==> src/rtl/ecg_pkg.sv <==
package ecg_pkg;
  localparam int unsigned EVSEL_W  = 16;
  localparam int unsigned SPAN_BIT = 29;

  localparam logic [11:0] A_TYPE0   = 12'h400;
  localparam logic [11:0] A_MATCH0  = 12'hA00;
  localparam logic [11:0] A_CEN_SET = 12'hC00;
  localparam logic [11:0] A_CEN_CLR = 12'hC20;
  localparam logic [11:0] A_IEN_SET = 12'hC40;
  localparam logic [11:0] A_IEN_CLR = 12'hC60;
  localparam logic [11:0] A_OVF_CLR = 12'hC80;
  localparam logic [11:0] A_OVF_SET = 12'hCC0;
  localparam logic [11:0] A_CFG     = 12'hE00;
  localparam logic [11:0] A_RUN     = 12'hE04;
  localparam logic [11:0] A_EVMAP   = 12'hE20;
  localparam logic [11:0] A_IRQCTL  = 12'hE50;
endpackage

==> src/rtl/ecg_match.sv <==
module ecg_match #(
  parameter int SID_W = 16
) (
  input  logic             span,
  input  logic [SID_W-1:0] pattern,
  input  logic [SID_W-1:0] sid,
  output logic             hit
);
  // Span mode ignores every bit up to and including the lowest zero of the pattern.
  logic [SID_W-1:0] dont_care;

  always_comb begin
    dont_care = '0;
    if (span) dont_care = pattern ^ (pattern + SID_W'(1));
  end

  assign hit = ((sid ^ pattern) & ~dont_care) == '0;
endmodule

==> src/rtl/ecg_ctr.sv <==
module ecg_ctr
  import ecg_pkg::*;
#(
  parameter int CTR_W   = 32,
  parameter int NUM_EVT = 8
) (
  input  logic               clk,
  input  logic               rst_n,
  input  logic               run,
  input  logic [EVSEL_W-1:0] evsel,
  input  logic [NUM_EVT-1:0] ev_vec,
  input  logic               filt_hit,
  input  logic               wr_lo,
  input  logic               wr_hi,
  input  logic [31:0]        wdata,
  output logic [CTR_W-1:0]   cnt,
  output logic               wrap
);
  localparam int IDX_W = (NUM_EVT > 1) ? $clog2(NUM_EVT) : 1;

  logic             implemented;
  logic             src;
  logic             inc;
  logic             wr_any;
  logic [CTR_W-1:0] wval;

  assign implemented = evsel < EVSEL_W'(NUM_EVT);
  assign src         = implemented && ev_vec[evsel[IDX_W-1:0]];
  // Event 0 is the cycle count and bypasses the stream filter.
  assign inc         = run && src && ((evsel == '0) || filt_hit);
  assign wr_any      = wr_lo || wr_hi;
  assign wrap        = inc && !wr_any && (&cnt);

  if (CTR_W > 32) begin : g_wide
    assign wval = {wr_hi ? wdata[CTR_W-33:0] : cnt[CTR_W-1:32],
                   wr_lo ? wdata : cnt[31:0]};
  end else begin : g_narrow
    assign wval = wdata;
  end

  always_ff @(posedge clk or negedge rst_n) begin
    if (!rst_n)      cnt <= '0;
    else if (wr_any) cnt <= wval;
    else if (inc)    cnt <= cnt + CTR_W'(1);
  end


  hold_when_stopped_chk: assert property (@(posedge clk) disable iff (!rst_n)
    (!run && !wr_any) |=> $stable(cnt));


  unimpl_event_chk: assert property (@(posedge clk) disable iff (!rst_n)
    (!implemented && !wr_any) |=> $stable(cnt));
endmodule

==> src/rtl/evcnt_group.sv <==
module evcnt_group
  import ecg_pkg::*;
#(
  parameter int N_CTR       = 4,
  parameter int CTR_W       = 32,
  parameter int NUM_EVT     = 8,
  parameter int SID_W       = 16,
  parameter bit GLOBAL_FILT = 1'b0
) (
  input  logic               clk,
  input  logic               rst_n,
  input  logic [NUM_EVT-2:0] ev_hit,
  input  logic [SID_W-1:0]   ev_sid,
  input  logic               reg_wr,
  input  logic               reg_rd,
  input  logic [11:0]        reg_addr,
  input  logic [31:0]        reg_wdata,
  output logic [31:0]        reg_rdata,
  output logic               irq
);
  localparam int STRIDE_SH = (CTR_W > 32) ? 3 : 2;

  logic               glob_en, irq_en;
  logic [N_CTR-1:0]   cnten, inten, ovs, wrap, hit, span;
  logic [N_CTR-1:0]   wmask;
  logic [NUM_EVT-1:0] ev_vec;
  logic [EVSEL_W-1:0] evsel  [N_CTR];
  logic [SID_W-1:0]   smr    [N_CTR];
  logic [31:0]        cnt_lo [N_CTR];
  logic [31:0]        cnt_hi [N_CTR];
  logic [31:0]        rd_nxt;

  assign ev_vec = {ev_hit, 1'b1};
  assign wmask  = reg_wdata[N_CTR-1:0];

  always_ff @(posedge clk or negedge rst_n) begin
    if (!rst_n) begin
      glob_en <= 1'b0;
      irq_en  <= 1'b0;
      cnten   <= '0;
      inten   <= '0;
      ovs     <= '0;
    end else begin
      if (reg_wr && reg_addr == A_RUN)     glob_en <= reg_wdata[0];
      if (reg_wr && reg_addr == A_IRQCTL)  irq_en  <= reg_wdata[0];
      if (reg_wr && reg_addr == A_CEN_SET) cnten   <= cnten | wmask;
      if (reg_wr && reg_addr == A_CEN_CLR) cnten   <= cnten & ~wmask;
      if (reg_wr && reg_addr == A_IEN_SET) inten   <= inten | wmask;
      if (reg_wr && reg_addr == A_IEN_CLR) inten   <= inten & ~wmask;
      ovs <= (((reg_wr && reg_addr == A_OVF_CLR) ? (ovs & ~wmask) : ovs)
              | ((reg_wr && reg_addr == A_OVF_SET) ? wmask : '0)) | wrap;
    end
  end

  for (genvar i = 0; i < N_CTR; i++) begin : g_ctr
    localparam logic [11:0] OFS_T = A_TYPE0 + 12'(4 * i);
    localparam logic [11:0] OFS_M = A_MATCH0 + 12'(4 * i);
    localparam logic [11:0] OFS_C = 12'(i * (1 << STRIDE_SH));

    logic [EVSEL_W-1:0] evsel_q;
    logic               span_q;
    logic [SID_W-1:0]   smr_q;
    logic               f_span;
    logic [SID_W-1:0]   f_pat;
    logic               wr_lo, wr_hi;
    logic [CTR_W-1:0]   cnt;

    always_ff @(posedge clk or negedge rst_n) begin
      if (!rst_n) begin
        evsel_q <= '0;
        span_q  <= 1'b1;
        smr_q   <= '1;
      end else begin
        if (reg_wr && reg_addr == OFS_T) begin
          evsel_q <= reg_wdata[EVSEL_W-1:0];
          span_q  <= reg_wdata[SPAN_BIT];
        end
        if (reg_wr && reg_addr == OFS_M) smr_q <= reg_wdata[SID_W-1:0];
      end
    end

    assign evsel[i] = evsel_q;
    assign span[i]  = span_q;
    assign smr[i]   = smr_q;

    if (GLOBAL_FILT) begin : g_shared
      assign f_span = span[0];
      assign f_pat  = smr[0];
    end else begin : g_own
      assign f_span = span_q;
      assign f_pat  = smr_q;
    end

    ecg_match #(.SID_W(SID_W)) u_match (
      .span    (f_span),
      .pattern (f_pat),
      .sid     (ev_sid),
      .hit     (hit[i])
    );

    assign wr_lo = reg_wr && (reg_addr == OFS_C);
    assign wr_hi = (CTR_W > 32) && reg_wr && (reg_addr == OFS_C + 12'd4);

    ecg_ctr #(.CTR_W(CTR_W), .NUM_EVT(NUM_EVT)) u_ctr (
      .clk      (clk),
      .rst_n    (rst_n),
      .run      (glob_en && cnten[i]),
      .evsel    (evsel_q),
      .ev_vec   (ev_vec),
      .filt_hit (hit[i]),
      .wr_lo    (wr_lo),
      .wr_hi    (wr_hi),
      .wdata    (reg_wdata),
      .cnt      (cnt),
      .wrap     (wrap[i])
    );

    assign cnt_lo[i] = cnt[31:0];
    if (CTR_W > 32) begin : g_hi
      assign cnt_hi[i] = 32'(cnt[CTR_W-1:32]);
    end else begin : g_nohi
      assign cnt_hi[i] = '0;
    end


    wrap_sets_ovs_chk: assert property (@(posedge clk) disable iff (!rst_n)
      wrap[i] |=> ovs[i]);
  end

  always_comb begin
    rd_nxt = '0;
    case (reg_addr)
      A_CEN_SET, A_CEN_CLR: rd_nxt[N_CTR-1:0] = cnten;
      A_IEN_SET, A_IEN_CLR: rd_nxt[N_CTR-1:0] = inten;
      A_OVF_SET, A_OVF_CLR: rd_nxt[N_CTR-1:0] = ovs;
      A_CFG: begin
        rd_nxt[5:0]  = 6'(N_CTR - 1);
        rd_nxt[13:8] = 6'(CTR_W - 1);
        rd_nxt[23]   = GLOBAL_FILT;
      end
      A_RUN:    rd_nxt[0] = glob_en;
      A_IRQCTL: rd_nxt[0] = irq_en;
      A_EVMAP:  rd_nxt[NUM_EVT-1:0] = '1;
      default:  ;
    endcase
    for (int i = 0; i < N_CTR; i++) begin
      if (reg_addr == A_TYPE0 + 12'(4 * i)) begin
        rd_nxt[EVSEL_W-1:0] = evsel[i];
        rd_nxt[SPAN_BIT]    = span[i];
      end
      if (reg_addr == A_MATCH0 + 12'(4 * i)) rd_nxt[SID_W-1:0] = smr[i];
      if (reg_addr == 12'(i * (1 << STRIDE_SH))) rd_nxt = cnt_lo[i];
      if ((CTR_W > 32) && reg_addr == 12'(i * (1 << STRIDE_SH)) + 12'd4) rd_nxt = cnt_hi[i];
    end
  end

  always_ff @(posedge clk or negedge rst_n) begin
    if (!rst_n)      reg_rdata <= '0;
    else if (reg_rd) reg_rdata <= rd_nxt;
  end

  assign irq = irq_en && |(ovs & inten);


  cen_clear_chk: assert property (@(posedge clk) disable iff (!rst_n)
    (reg_wr && reg_addr == A_CEN_CLR && reg_wdata[0]) |=> !cnten[0]);


  rdata_hold_chk: assert property (@(posedge clk) disable iff (!rst_n)
    !reg_rd |=> $stable(reg_rdata));
endmodule

==> config.mk <==
export PLATFORM = sky130hd
export DESIGN_NAME = evcnt_group
export DESIGN_NICKNAME = d
export VERILOG_FILES = /design/src/rtl/ecg_pkg.sv /design/src/rtl/ecg_match.sv /design/src/rtl/ecg_ctr.sv /design/src/rtl/evcnt_group.sv
export SDC_FILE = /design/constraint.sdc
export NUM_CORES = 1
export LEC_CHECK = 0
export ABC_CLOCK_PERIOD_IN_PS = 8500
export BUFFER_PORTS_ARGS = -buffer_cell sky130_fd_sc_hd__buf_4
export CORE_MARGIN = 2
export CORE_UTILIZATION = 60
export DETAILED_ROUTE_END_ITERATION = 10
export PLACE_DENSITY = 0.79
export REMOVE_ABC_BUFFERS = 1
export SYNTH_ARGS = -nofsm -noshare
export SYNTH_HDL_FRONTEND = slang
export SYNTH_SLANG_ARGS = --single-unit
==> constraint.sdc <==
create_clock -name clk -period 8.5 [get_ports clk]
set_input_delay 2.55 -clock clk [delete_from_list [all_inputs] [get_ports clk]]
set_output_delay 2.55 -clock clk [all_outputs]
set_load 0.05 [all_outputs]
==> results of run 1 <==
## layer usage
layer / GRT usage [%] / up-vias / wire, um
met5: 0 / - / 12
met3: 7.911 / 322 / 6790
met1: 53.83 / 8365 / 24490
li1: - / 7459 / -
met2: 60.11 / 1185 / 28020
met4: 28.23 / 2 / 5392
## flip-flops by register name, indices dropped and copies added, names as in the netlist, named ones only
| name | cells |
|---|---|
| g_ctr.f_span | 4 |
| irq_en | 1 |
| g_ctr.u_ctr.cnt | 128 |
| glob_en | 1 |
| g_ctr.evsel_q | 64 |
| g_ctr.f_pat | 64 |
| reg_rdata | 32 |
| ovs | 4 |
## cell type report
type	count	area, sq um
flip-flops and latches	306	7742
well taps	396	495.5
diodes	1	2.502
multi-input cells	1528	10070
clock buffers	49	1031
inverters	34	127.6
fillers	2408	9882
repair buffers	123	943.4
clock inverters	15	135.1
## cell families (layout without fill, tap and decap cells)
| logic type | after synthesis | count (layout) | synth area share [%] |
|---|---|---|---|
| multiplexers | 153 | 153 | 9.427 |
| AND/OR/NAND/NOR | 771 | 771 | 21.08 |
| AO/OA/AOI/OAI | 439 | 439 | 15.69 |
| other | 0 | 1 | 0 |
| buffers and inverters | 178 | 221 | 3.825 |
| XOR/XNOR | 156 | 156 | 7.406 |
| adder cells (fa/ha/maj) | 9 | 9 | 0.6104 |
| flip-flops | 306 | 306 | 41.97 |
## through the flow
stage | cells | area [sq um] | worst slack, ns
floorplan | 1868 | 17870 | 1.288
global placement | 2387 | 19380 | 2.621
detailed placement | 2387 | 19380 | 2.476
CTS | 2451 | 20540 | 3.027
global route | 2451 | 20540 | 2.705
finish | 2452 | 20550 | 2.955
## cells in the final DEF (no fill, tap or decap), drive strengths merged, types with 7 or more instances in the layout
cell | netlist | layout
xor2 | 40 | 40
clkinv | 0 | 11
nand3 | 56 | 56
dfstp | 68 | 68
xnor2 | 116 | 116
o31ai | 7 | 7
nor2 | 148 | 148
ha | 9 | 9
a22o | 8 | 8
clkbuf | 125 | 49
or4 | 15 | 15
a221oi | 16 | 16
nor2b | 14 | 14
nand4 | 50 | 50
mux2i | 14 | 14
a21oi | 85 | 85
mux2 | 136 | 136
o21ai | 122 | 122
a22oi | 27 | 27
and4 | 10 | 10
o221ai | 10 | 10
a222oi | 22 | 22
and3 | 32 | 32
inv | 34 | 36
nand2 | 241 | 241
buf | 19 | 123
o211ai | 8 | 8
nor3b | 17 | 17
a31oi | 54 | 54
nor3 | 55 | 55
a221o | 8 | 8
dfrtp | 238 | 238
or3 | 26 | 26
nor4 | 67 | 67
o22ai | 19 | 19
## critical path, cell delays in order
cell and delay (ns):
buf_4 0.18, or4_1 0.86, nor3_1 0.54, nand2_1 0.49, nor2_4 0.98, o21ai_0 0.26
## power breakdown
part           switching (mW)  leakage (nW)  total [mW]  internal (mW)
clock network           0.635         0.584        1.55          0.912
registers              0.0192          3.94        1.50           1.48
logic                   0.179          3.92       0.250         0.0710
total                   0.834          8.44        3.29           2.46
## worst max path at each step
stage	start	end	slack [ns]	cells past startpoint
6_report	reg_addr[5]	g_ctr[2].u_ctr.cnt[19]	2.96	6
5_1_grt	reg_addr[5]	g_ctr[2].u_ctr.cnt[8]	2.71	6
4_1_cts	reg_addr[5]	g_ctr[2].u_ctr.cnt[19]	3.03	6
3_5_place_dp	reg_addr[5]	g_ctr[2].u_ctr.cnt[19]	2.48	6
3_3_place_gp	reg_addr[5]	g_ctr[2].u_ctr.cnt[22]	2.62	6
2_1_floorplan	reg_addr[4]	g_ctr[0].u_ctr.cnt[0]	1.29	3
==> metrics.md, run 1 <==
| Metric | Value |
|---|---|
| Post-CTS Setup Bufs | 0 |
| 1st-iter DRT viols | ~2200 |
| R2R cell count | 9 |
| Synth Cell Area | 18450 sq um |
| CP arrival | just under 6 ns |
| Final core utilization | between 60% and 70% |
| Pwr dens | approximately 160 nW/um^2 |
| Synth-to-Final Area Change | 11.37% |
| Clk_skew | 0.01964 ns |
| CTS tree | done |
| Required @ worst endpoint | 8.84 ns |
| CTS Root Cell | clkbuf_16 |
| Pin count of the biggest net entering global routing | 197 |
| Hold depth | 2 |
| Hold crit path type | reg2reg |
| Lkg Pwr | 8.439 nW |
| H-tree depth | 2 |
| Unrepaired setup endpoints after global routing | false |
| DR vias | 17333 |
| Clock Sinks | between 300 and 400 |
| Yosys cell types | 77 |
| R2R Setup Slk | 4.48 ns |
| Initial antenna violation count | 3 |
| Worst vdd ir | 0.1817 mV |
| Fin Hold WS | just over 0.5 ns |
| Max clock buf depth | 3 |
| Core footprint | roughly 30000 sq um |
| Clk_lat worst skew | 0.53 ns |
| Post-cts hold buffer count | 0 |
| Routed Antenna Nets | 0 |
| Drt pass-1 iters | 6 |
| Final-stage net count | 2109 |
| RR Endpoint | g_ctr[1].u_ctr.cnt[26] |
| Sequential share of the synthesized area | a little over two fifths |
| Status | finished clean |
| Max cap viols | 0 |
| Fmax | 180.4 MHz |
| Share of layout cells above drive strength 1 | 19.95% |
| Setup CP Type | in2reg |
| Hold Vio Cnt, Final | 0 |
| Slew margin rel. | 25.95% |
| Critical Path End Type | register |
| Global-route usage over all layers | 40.59% |
| Routed vias/inst | 7.069 |
| Synthesized area per cell | slightly above 9 sq um |
| Setup TNS Final | 0 ns |
| Dpl hpwl | 44.46 mm |
| GPL Wtd Cong | 1.008 |
| Post-DR wirelength/cell | between 20 and 30 um |
| Die Width | roughly 180 um |
| Most common cell in the synthesized netlist | nand2_1 |
| Port bufs | 103 |
| Number of flops mapped to enable cells by yosys | 0 |
| DRC | 0 |
| Ys Warns | 0 |
| First-pass GRT wire length | a little under 100 mm |
| Post-Route WL | roughly 65 mm |
| Measured slew at the worst slew-check pin | 1.111 ns |
| Primary FF master, synth | dfrtp_1 |
| Setup violations, final | 0 |
| Final Max Tran Viols | 0 |
| Post-synth top area share | 32.28% |
| Fin crit share | between 60% and 70% |
| DIE HEIGHT | 179.4 um |
| Post-cts sizing count | 0 |
| Dominant cells by area after synthesis | dfrtp_1 (32%), dfstp_2 (9.7%), mux2_2 (7.9%) |
| Crit path time final | around 5.5 ns |
| Total power | 3.293 mW |
| GR Overflow Total | 0 |
| Reg2reg start | g_ctr[1].f_pat[0] |
| FP Rows | 64 |
| # IOs | ~100 |
| Cell taking the most area after synthesis | dfrtp_1 |
| Vias in the first global route | approximately 16000 |
| Die area | 32170 sq um |
| Synth Register Bits | 306 |
| Share of flip-flops with an asynchronous set or reset | 100.0% |
| Synth cell count leaders | nand2_1 (241), dfrtp_1 (238), nor2_1 (148) |
| CTS buffer count | 36 |
| Crit Path Max Fanout | 56 |
| Starting Density | 60.63% |
| Cells after Synth | slightly above 2000 |
| Clock-pin slew on the worst setup and hold paths | 0.06 ns |
| CP startpoint kind | input port |
Note: power is estimated with default switching activity, not from simulation.
==> run 2, diff against run 1 <==
--- a/config.mk
+++ b/config.mk
@@ -5,7 +5,7 @@
 export SDC_FILE = /design/constraint.sdc
 export NUM_CORES = 1
 export LEC_CHECK = 0
-export ABC_CLOCK_PERIOD_IN_PS = 8500
+export ABC_CLOCK_PERIOD_IN_PS = 5600
 export BUFFER_PORTS_ARGS = -buffer_cell sky130_fd_sc_hd__buf_4
 export CORE_MARGIN = 2
 export CORE_UTILIZATION = 60
==> constraint.sdc (replaced) <==
create_clock -name clk -period 5.6 [get_ports clk]
set_input_delay 1.68 -clock clk [delete_from_list [all_inputs] [get_ports clk]]
set_output_delay 1.68 -clock clk [all_outputs]
set_load 0.05 [all_outputs]
==> run 2 against run 1 <==
Worst setup slack lost 1.7 ns. Utilization grew 0.31 points. Highest routed layer is now met4. Critical path type unchanged. Die area is the same. Via count grew 0.13%. Clock power grew 54%. Register-to-register slack lost 2.7 ns. Routed wire length grew 3.0%. Clock skew shrank 0.0091 ns. Critical path depth grew 2. Non-clock buffer count grew 10.
==> metrics.md, run 2 (synthesis gave the netlist of run 1 again) <==
| Metric | Value |
|---|---|
| Pint | 3.778 mW (was 2.459 mW) |
| Status | finished clean (unchanged) |
| Sw Share | 25.03% (was 25.32%) |
| CP arrival | 4.81 ns (was 5.89 ns) |
| Max clock buf depth | 3 (unchanged) |
| Area post-placement | 19470 sq um (was 19380 sq um) |
| Max cap viols | 0 (unchanged) |
| Lkg Pwr | 8.491 nW (was 8.439 nW) |
| Fin crit share | between 70 and 80% |
| Global-route usage over all layers | 41.88% (was 40.59%) |
| Dpl ws | 0.8381 ns (was 2.476 ns) |
| 1st-iter DRT viols | 2059 (was 2163) |
| Post-Route WL | 66.66 mm (was 64.71 mm) |
| Critical Path End Type | register (unchanged) |
| N_diodes | 0 (was 1) |
| Clock-pin slew on the worst setup and hold paths | 0.06 ns (about the same) |
| Port bufs | 103 (unchanged) |
| Hold crit path type | reg2reg (unchanged) |
| Reg2reg start | g_ctr[1].f_pat[1] (was g_ctr[1].f_pat[0]) |
| Crit Path Max Fanout | 19 (was 56) |
| Pin count of the biggest net entering global routing | 125 (was 197) |
| Clk_lat worst skew | 0.52 ns (was 0.53 ns) |
| Final WS setup | 1.235 ns (was 2.955 ns) |
| Most frequent cells in the layout | nand2_1 (239), dfrtp_1 (238), nor2_1 (146) (unchanged) |
| H-tree depth | 2 (unchanged) |
| Pwr dens | 244.2 nW/um^2 (was 160.2 nW/um^2) |
| CTS Root Cell | clkbuf_16 (unchanged) |
| Clock share of power | 47.2% (was 47.0%) |
| Final Max Tran Viols | 0 (unchanged) |
| Drt pass-1 iters | 10 (was 6) |
| Hold Vio Cnt, Final | 0 (unchanged) |
| Clock Sinks | 306 (unchanged) |
| Setup violations, final | 0 (unchanged) |
| Unrepaired setup endpoints after global routing | false (unchanged) |
| Fin Hold WS | 0.4915 ns (was 0.5079 ns) |
| Die area | 32170 sq um (unchanged) |
| Die Width | 179.4 um (unchanged) |
| DRC | 0 (unchanged) |
| Setup CP Type | in2reg (unchanged) |
| Required @ worst endpoint | 6.04 ns (was 8.84 ns) |
| CP startpoint kind | input port (unchanged) |
| Post-DR wirelength/cell | 27.09 um (was 26.39 um) |
| Share of layout cells above drive strength 1 | 20.15% (was 19.95%) |
| First-pass GRT wire length | 99.92 mm (was 97.74 mm) |
| Sequential share of power | 45.1% (was 45.4%) |
| Post-cts hold buffer count | 0 (unchanged) |
| Crit path time final | 4.365 ns |
| Fmax | 229.1 MHz |
| Measured slew at the worst slew-check pin | 1.004 ns (was 1.111 ns) |
| Vias in the first global route | 16599 (was 16225) |
| Post-CTS Setup Bufs | 0 (unchanged) |
| Slew margin rel. | 33.07% (was 25.95%) |
| Worst vdd ir | 0.2214 mV (was 0.1817 mV) |
| Core footprint | 30430 sq um (unchanged) |
| Total power | 5.040 mW (was 3.293 mW) |
| Starting Density | 60.63% (unchanged) |
| DR vias | 17356 (was 17333) |
| CTS tree | done (unchanged) |
| Fin area | 20640 sq um (was 20550 sq um) |
| Final-stage net count | 2119 (was 2109) |
| GPL Wtd Cong | 1.146 (was 1.008) |
| FP Rows | 64 (unchanged) |
| Synth-to-Final Area Change | 11.88% (was 11.37%) |
| CTS buffer count | 36 (unchanged) |
| Dpl hpwl | 46.62 mm (was 44.46 mm) |
| Crit path from | reg_addr[5] (unchanged) |
| Routed vias/inst | 7.052 (was 7.069) |
| Clk_skew | 0.01050 ns (was 0.01964 ns) |
| Initial antenna violation count | 0 (was 3) |
| # IOs | 104 (unchanged) |
| Sw Pwr | 1.262 mW (was 833.6 uW) |
| Max reg flops | 128 (unchanged) |
| DIE HEIGHT | 179.4 um (unchanged) |
| Commonest non-fill, non-tap cell in the layout | nand2_1 (unchanged) |
| Post-cts sizing count | 0 (unchanged) |
| Final core utilization | 67.83% (was 67.52%) |
| GR Overflow Total | 0 (unchanged) |
| Most flop-heavy register | g_ctr.u_ctr.cnt (unchanged) |
| Routed Antenna Nets | 0 (unchanged) |
| Comb pwr share | 7.7% (was 7.6%) |
==> run 2: cell types whose count changed in the layout (fill, tap and decap cells not counted), sizes merged <==
cell	change
buf	+10
bufinv	+1
clkbuf	+3
clkinv	-2
diode	-1
inv	-2
==> run 2: power by group through the flow <==
stage               Combinational, mW  Sequential, mW  Clock [mW]
finish                          0.388            2.27        2.38
global route                    0.405            2.27        2.50
CTS                             0.379            2.27        2.39
detailed placement              0.377            2.31           0
global placement                0.374            2.31           0
floorplan                      0.0907            2.34           0
==> run 2: metrics by stage <==
step / std cells / TNS (ns)
5_1_grt: 2461 / 0
3_5_place_dp: 2397 / 0
2_1_floorplan: 1868 / -23.79
4_1_cts: 2461 / 0
3_3_place_gp: 2397 / 0
6_report: 2461 / 0
==> run 2: worst paths after layout <==
check | to | slack [ns] | cells past startpoint
worst max-delay path | g_ctr[3].f_pat[6] | 1.24 | 8
min in group asynchronous | g_ctr[0].u_ctr.cnt[22] | 1.25 | 1
worst min-delay path | register | 0.49 | 2
worst max register to register | g_ctr[1].u_ctr.cnt[26] | 1.78 | 9
worst min register to register | register | 0.49 | 2
max in group asynchronous | g_ctr[1].f_pat[7] | 3.18 | 2
==> run 2: area by class of cell <==
class,instances,area [sq um]
multi-input cells,1528,10070
flip-flops and latches,306,7742
fillers,2481,9788
repair buffers,133,1031
clock buffers,52,1042
clock inverters,12,132.6
inverters,34,127.6
well taps,396,495.5
==> run 2: metal layers <==
metal	GRT usage [%]	part of all wire, %	vias to the layer above
met5	0	0	-
met4	30.44	9.0	0
met3	9.051	11	331
met2	62.18	43	1164
met1	54.27	38	8374
li1	-	-	7487
==> run 2: critical path, stage by stage <==
cell	delay (ns)
buf_4	0.18
or4_1	0.72
buf_4	0.27
or3_1	0.40
nor2_1	0.32
buf_4	0.30
nand2_1	0.45
mux2_1	0.48
==> run 3, diff against run 2 <==
--- a/config.mk
+++ b/config.mk
@@ -5,12 +5,12 @@
 export SDC_FILE = /design/constraint.sdc
 export NUM_CORES = 1
 export LEC_CHECK = 0
-export ABC_CLOCK_PERIOD_IN_PS = 5600
+export ABC_CLOCK_PERIOD_IN_PS = 3700
 export BUFFER_PORTS_ARGS = -buffer_cell sky130_fd_sc_hd__buf_4
 export CORE_MARGIN = 2
-export CORE_UTILIZATION = 60
+export CORE_UTILIZATION = 56
 export DETAILED_ROUTE_END_ITERATION = 10
-export PLACE_DENSITY = 0.79
+export PLACE_DENSITY = 0.77
 export REMOVE_ABC_BUFFERS = 1
 export SYNTH_ARGS = -nofsm -noshare
 export SYNTH_HDL_FRONTEND = slang
==> constraint.sdc (replaced) <==
create_clock -name clk -period 3.7 [get_ports clk]
set_input_delay 1.11 -clock clk [delete_from_list [all_inputs] [get_ports clk]]
set_output_delay 1.11 -clock clk [all_outputs]
set_load 0.05 [all_outputs]
==> run 3 against run 2 <==
Critical path depth is 3 higher. Cell area grew 4.6%. Utilization fell by 1.3 points. Non-clock buffer count rose by 89. Cell count is 5.5% higher. Sequential cell count unchanged. Clock skew is 0.0040 ns higher. Sequential power is 51% higher.
==> metrics.md, run 3 (synthesis gave the netlist of run 1 again) <==
| Metric | Value |
|---|---|
| Status | finished clean (unchanged) |
| First-pass GRT wire length | 104.9 mm (was 99.92 mm) |
| Vias in the first global route | 17178 (was 16599) |
| Measured slew at the worst slew-check pin | 0.8046 ns (was 1.004 ns) |
| Dpl ws | -0.2720 ns (was 0.8381 ns) |
| Synth-to-Final Area Change | 17.00% (was 11.88%) |
| Hold Vio Cnt, Final | 0 (unchanged) |
| Clk_skew | 0.01447 ns (was 0.01050 ns) |
| Post-DR wirelength/cell | 26.84 um (was 27.09 um) |
| Inst Count DP | 2532 (was 2397) |
| Crit path max-delay family | compound AO/OA/AOI/OAI gates (was simple AND/OR/NAND/NOR gates) |
| Most used cell, CP | buf_4 (unchanged) |
| Starting Density | 56.85% (was 60.63%) |
| Clk_lat worst skew | 0.53 ns (was 0.52 ns) |
| Unrepaired setup endpoints after global routing | false (unchanged) |
| Clock Sinks | 306 (unchanged) |
| Die area | 34410 sq um (was 32170 sq um) |
| Crit Path Max Fanout | 9 (was 19) |
| Routed Antenna Nets | 0 (unchanged) |
| CTS buffer count | 36 (unchanged) |
| Port bufs | 103 (unchanged) |
| N_diodes | 0 (unchanged) |
| Max reg flops | 128 (unchanged) |
| Dpl hpwl | 49.62 mm (was 46.62 mm) |
| Final WS setup | 0.2130 ns (was 1.235 ns) |
| Setup violations, final | 0 (unchanged) |
| Worst vdd ir | 0.4061 mV (was 0.2214 mV) |
| Slowest CP cell | or4_4 (was or4_1) |
| Lkg Pwr | 8.981 nW (was 8.491 nW) |
| Fin crit share | 94.24% |
| DR vias | 17555 (was 17356) |
| Share of layout cells above drive strength 1 | 23.77% (was 20.15%) |
| Commonest non-fill, non-tap cell in the layout | nand2_1 (unchanged) |
| Most flop-heavy register | g_ctr.u_ctr.cnt (unchanged) |
| Pwr dens | 365.0 nW/um^2 (was 244.2 nW/um^2) |
| Post-Route WL | 69.68 mm (was 66.66 mm) |
| Setup CP Type | in2reg (unchanged) |
| Clock-pin slew on the worst setup and hold paths | 0.06 ns (about the same) |
| Core footprint | 32450 sq um (was 30430 sq um) |
| Routed vias/inst | 6.762 (was 7.052) |
| Final Instance Count excl. Fillers | 2596 (was 2461) |
| Pin count of the biggest net entering global routing | 85 (was 125) |
| H-tree depth | 2 (unchanged) |
| CP arrival | 3.93 ns (was 4.81 ns) |
| Fin area | 21580 sq um (was 20640 sq um) |
| Max incr delay on CP | 0.48 ns (was 0.72 ns) |
| CP startpoint kind | input port (unchanged) |
| 1st-iter DRT viols | 2194 (was 2059) |
| CTS tree | done (unchanged) |
| Crit path buf inv count | 3 (unchanged) |
| Max cap viols | 0 (unchanged) |
| Post-cts hold buffer count | 0 (unchanged) |
| Crit path time final | 3.487 ns |
| Final Max Tran Viols | 0 (unchanged) |
| Global-route usage over all layers | 41.37% (was 41.88%) |
| Area post-placement | 20320 sq um (was 19470 sq um) |
| Drt pass-1 iters | 8 (was 10) |
| # IOs | 104 (unchanged) |
| Critical Path End Type | register (unchanged) |
| Die Width | 185.5 um (was 179.4 um) |
| Fmax | 286.8 MHz |
| FP Rows | 66 (was 64) |
| Max clock buf depth | 3 (unchanged) |
| Final core utilization | 66.51% (was 67.83%) |
| Slew margin rel. | 46.36% (was 33.07%) |
| Initial antenna violation count | 2 (was 0) |
| DRC | 0 (unchanged) |
| Hold crit path type | reg2reg (unchanged) |
| Most frequent cells in the layout | nand2_1 (239), dfrtp_1 (238), buf_4 (209) (was nand2_1 (239), dfrtp_1 (238), nor2_1 (146)) |
| GPL Wtd Cong | 1.021 (was 1.146) |
| CTS Root Cell | clkbuf_16 (unchanged) |
| GR Overflow Total | 0 (unchanged) |
| Final-stage net count | 2208 (was 2119) |
| DIE HEIGHT | 185.5 um (was 179.4 um) |
| Worst-path cell chain | buf_4 > xor2_1 > a2111oi_1 > o221ai_1 > or4_4 > a2111oi_4 > buf_4 > buf_4 > nand3_2 > or3_1 > a31oi_1 (was buf_4 > or4_1 > buf_4 > or3_1 > nor2_1 > buf_4 > nand2_1 > mux2_1) |
| Post-CTS Setup Bufs | 0 (unchanged) |
| Required @ worst endpoint | 4.14 ns (was 6.04 ns) |
[run 3: area by class of cell]
type | instances | area (sq um)
flip-flops and latches | 306 | 7742
repair buffers | 222 | 1824
multi-input cells | 1528 | 10080
clock inverters | 17 | 247.7
inverters | 34 | 127.6
fillers | 2598 | 10870
clock buffers | 47 | 1013
well taps | 442 | 553.0
[run 3: final timing paths]
kind | start | end | slack [ns] | cells past startpoint
setup / recovery | ev_sid[5] | g_ctr[1].u_ctr.cnt[9] | 0.21 | 11
hold / removal | register | register | 0.50 | 2
setup reg to reg | g_ctr[1].f_pat[0] | g_ctr[1].u_ctr.cnt[9] | 0.22 | 11
hold reg to reg | register | register | 0.50 | 2
max in group asynchronous | rst_n | g_ctr[2].f_pat[13] | 2.21 | 2
min in group asynchronous | rst_n | ovs[0] | 0.58 | 1
[run 3: timing repair]
action,in CTS,in global routing
endpoints found under the hold margin,0,0
gates resized for setup,0,1
setup endpoints to repair,0,3
[run 3: metal layers]
metal / vias up / routed length [um] / GRT usage, %
met3: 307 / 6836 / 8.433
li1: 7668 / - / -
met4: 2 / 6167 / 29.56
met1: 8497 / 26540 / 52.78
met5: - / 17 / 0
met2: 1081 / 30120 / 62.84
[run 3: per-stage QoR]
step / total power, mW / TNS (ns) / hold WS [ns]
global route: 8.096 / 0 / 0.5292
finish: 7.877 / 0 / 0.4960
CTS: 7.869 / 0 / 0.4976
floorplan: 3.684 / -216.48 / 0.4481
global placement: 4.092 / -3.802 / 0.4626
detailed placement: 4.096 / -4.215 / 0.4738
[run 3: worst min-delay path: stages (launching register included)]
cell     delay, ns
dfrtp_1       0.35
nand2_1       0.05
o21ai_0       0.06
[run 3: report_power, final]
part	switching, mW	total, mW	internal, mW
Sequential	0.0445	3.43	3.39
Combinational	0.432	0.621	0.190
Clock	1.47	3.82	2.35
Total	1.94	7.88	5.93
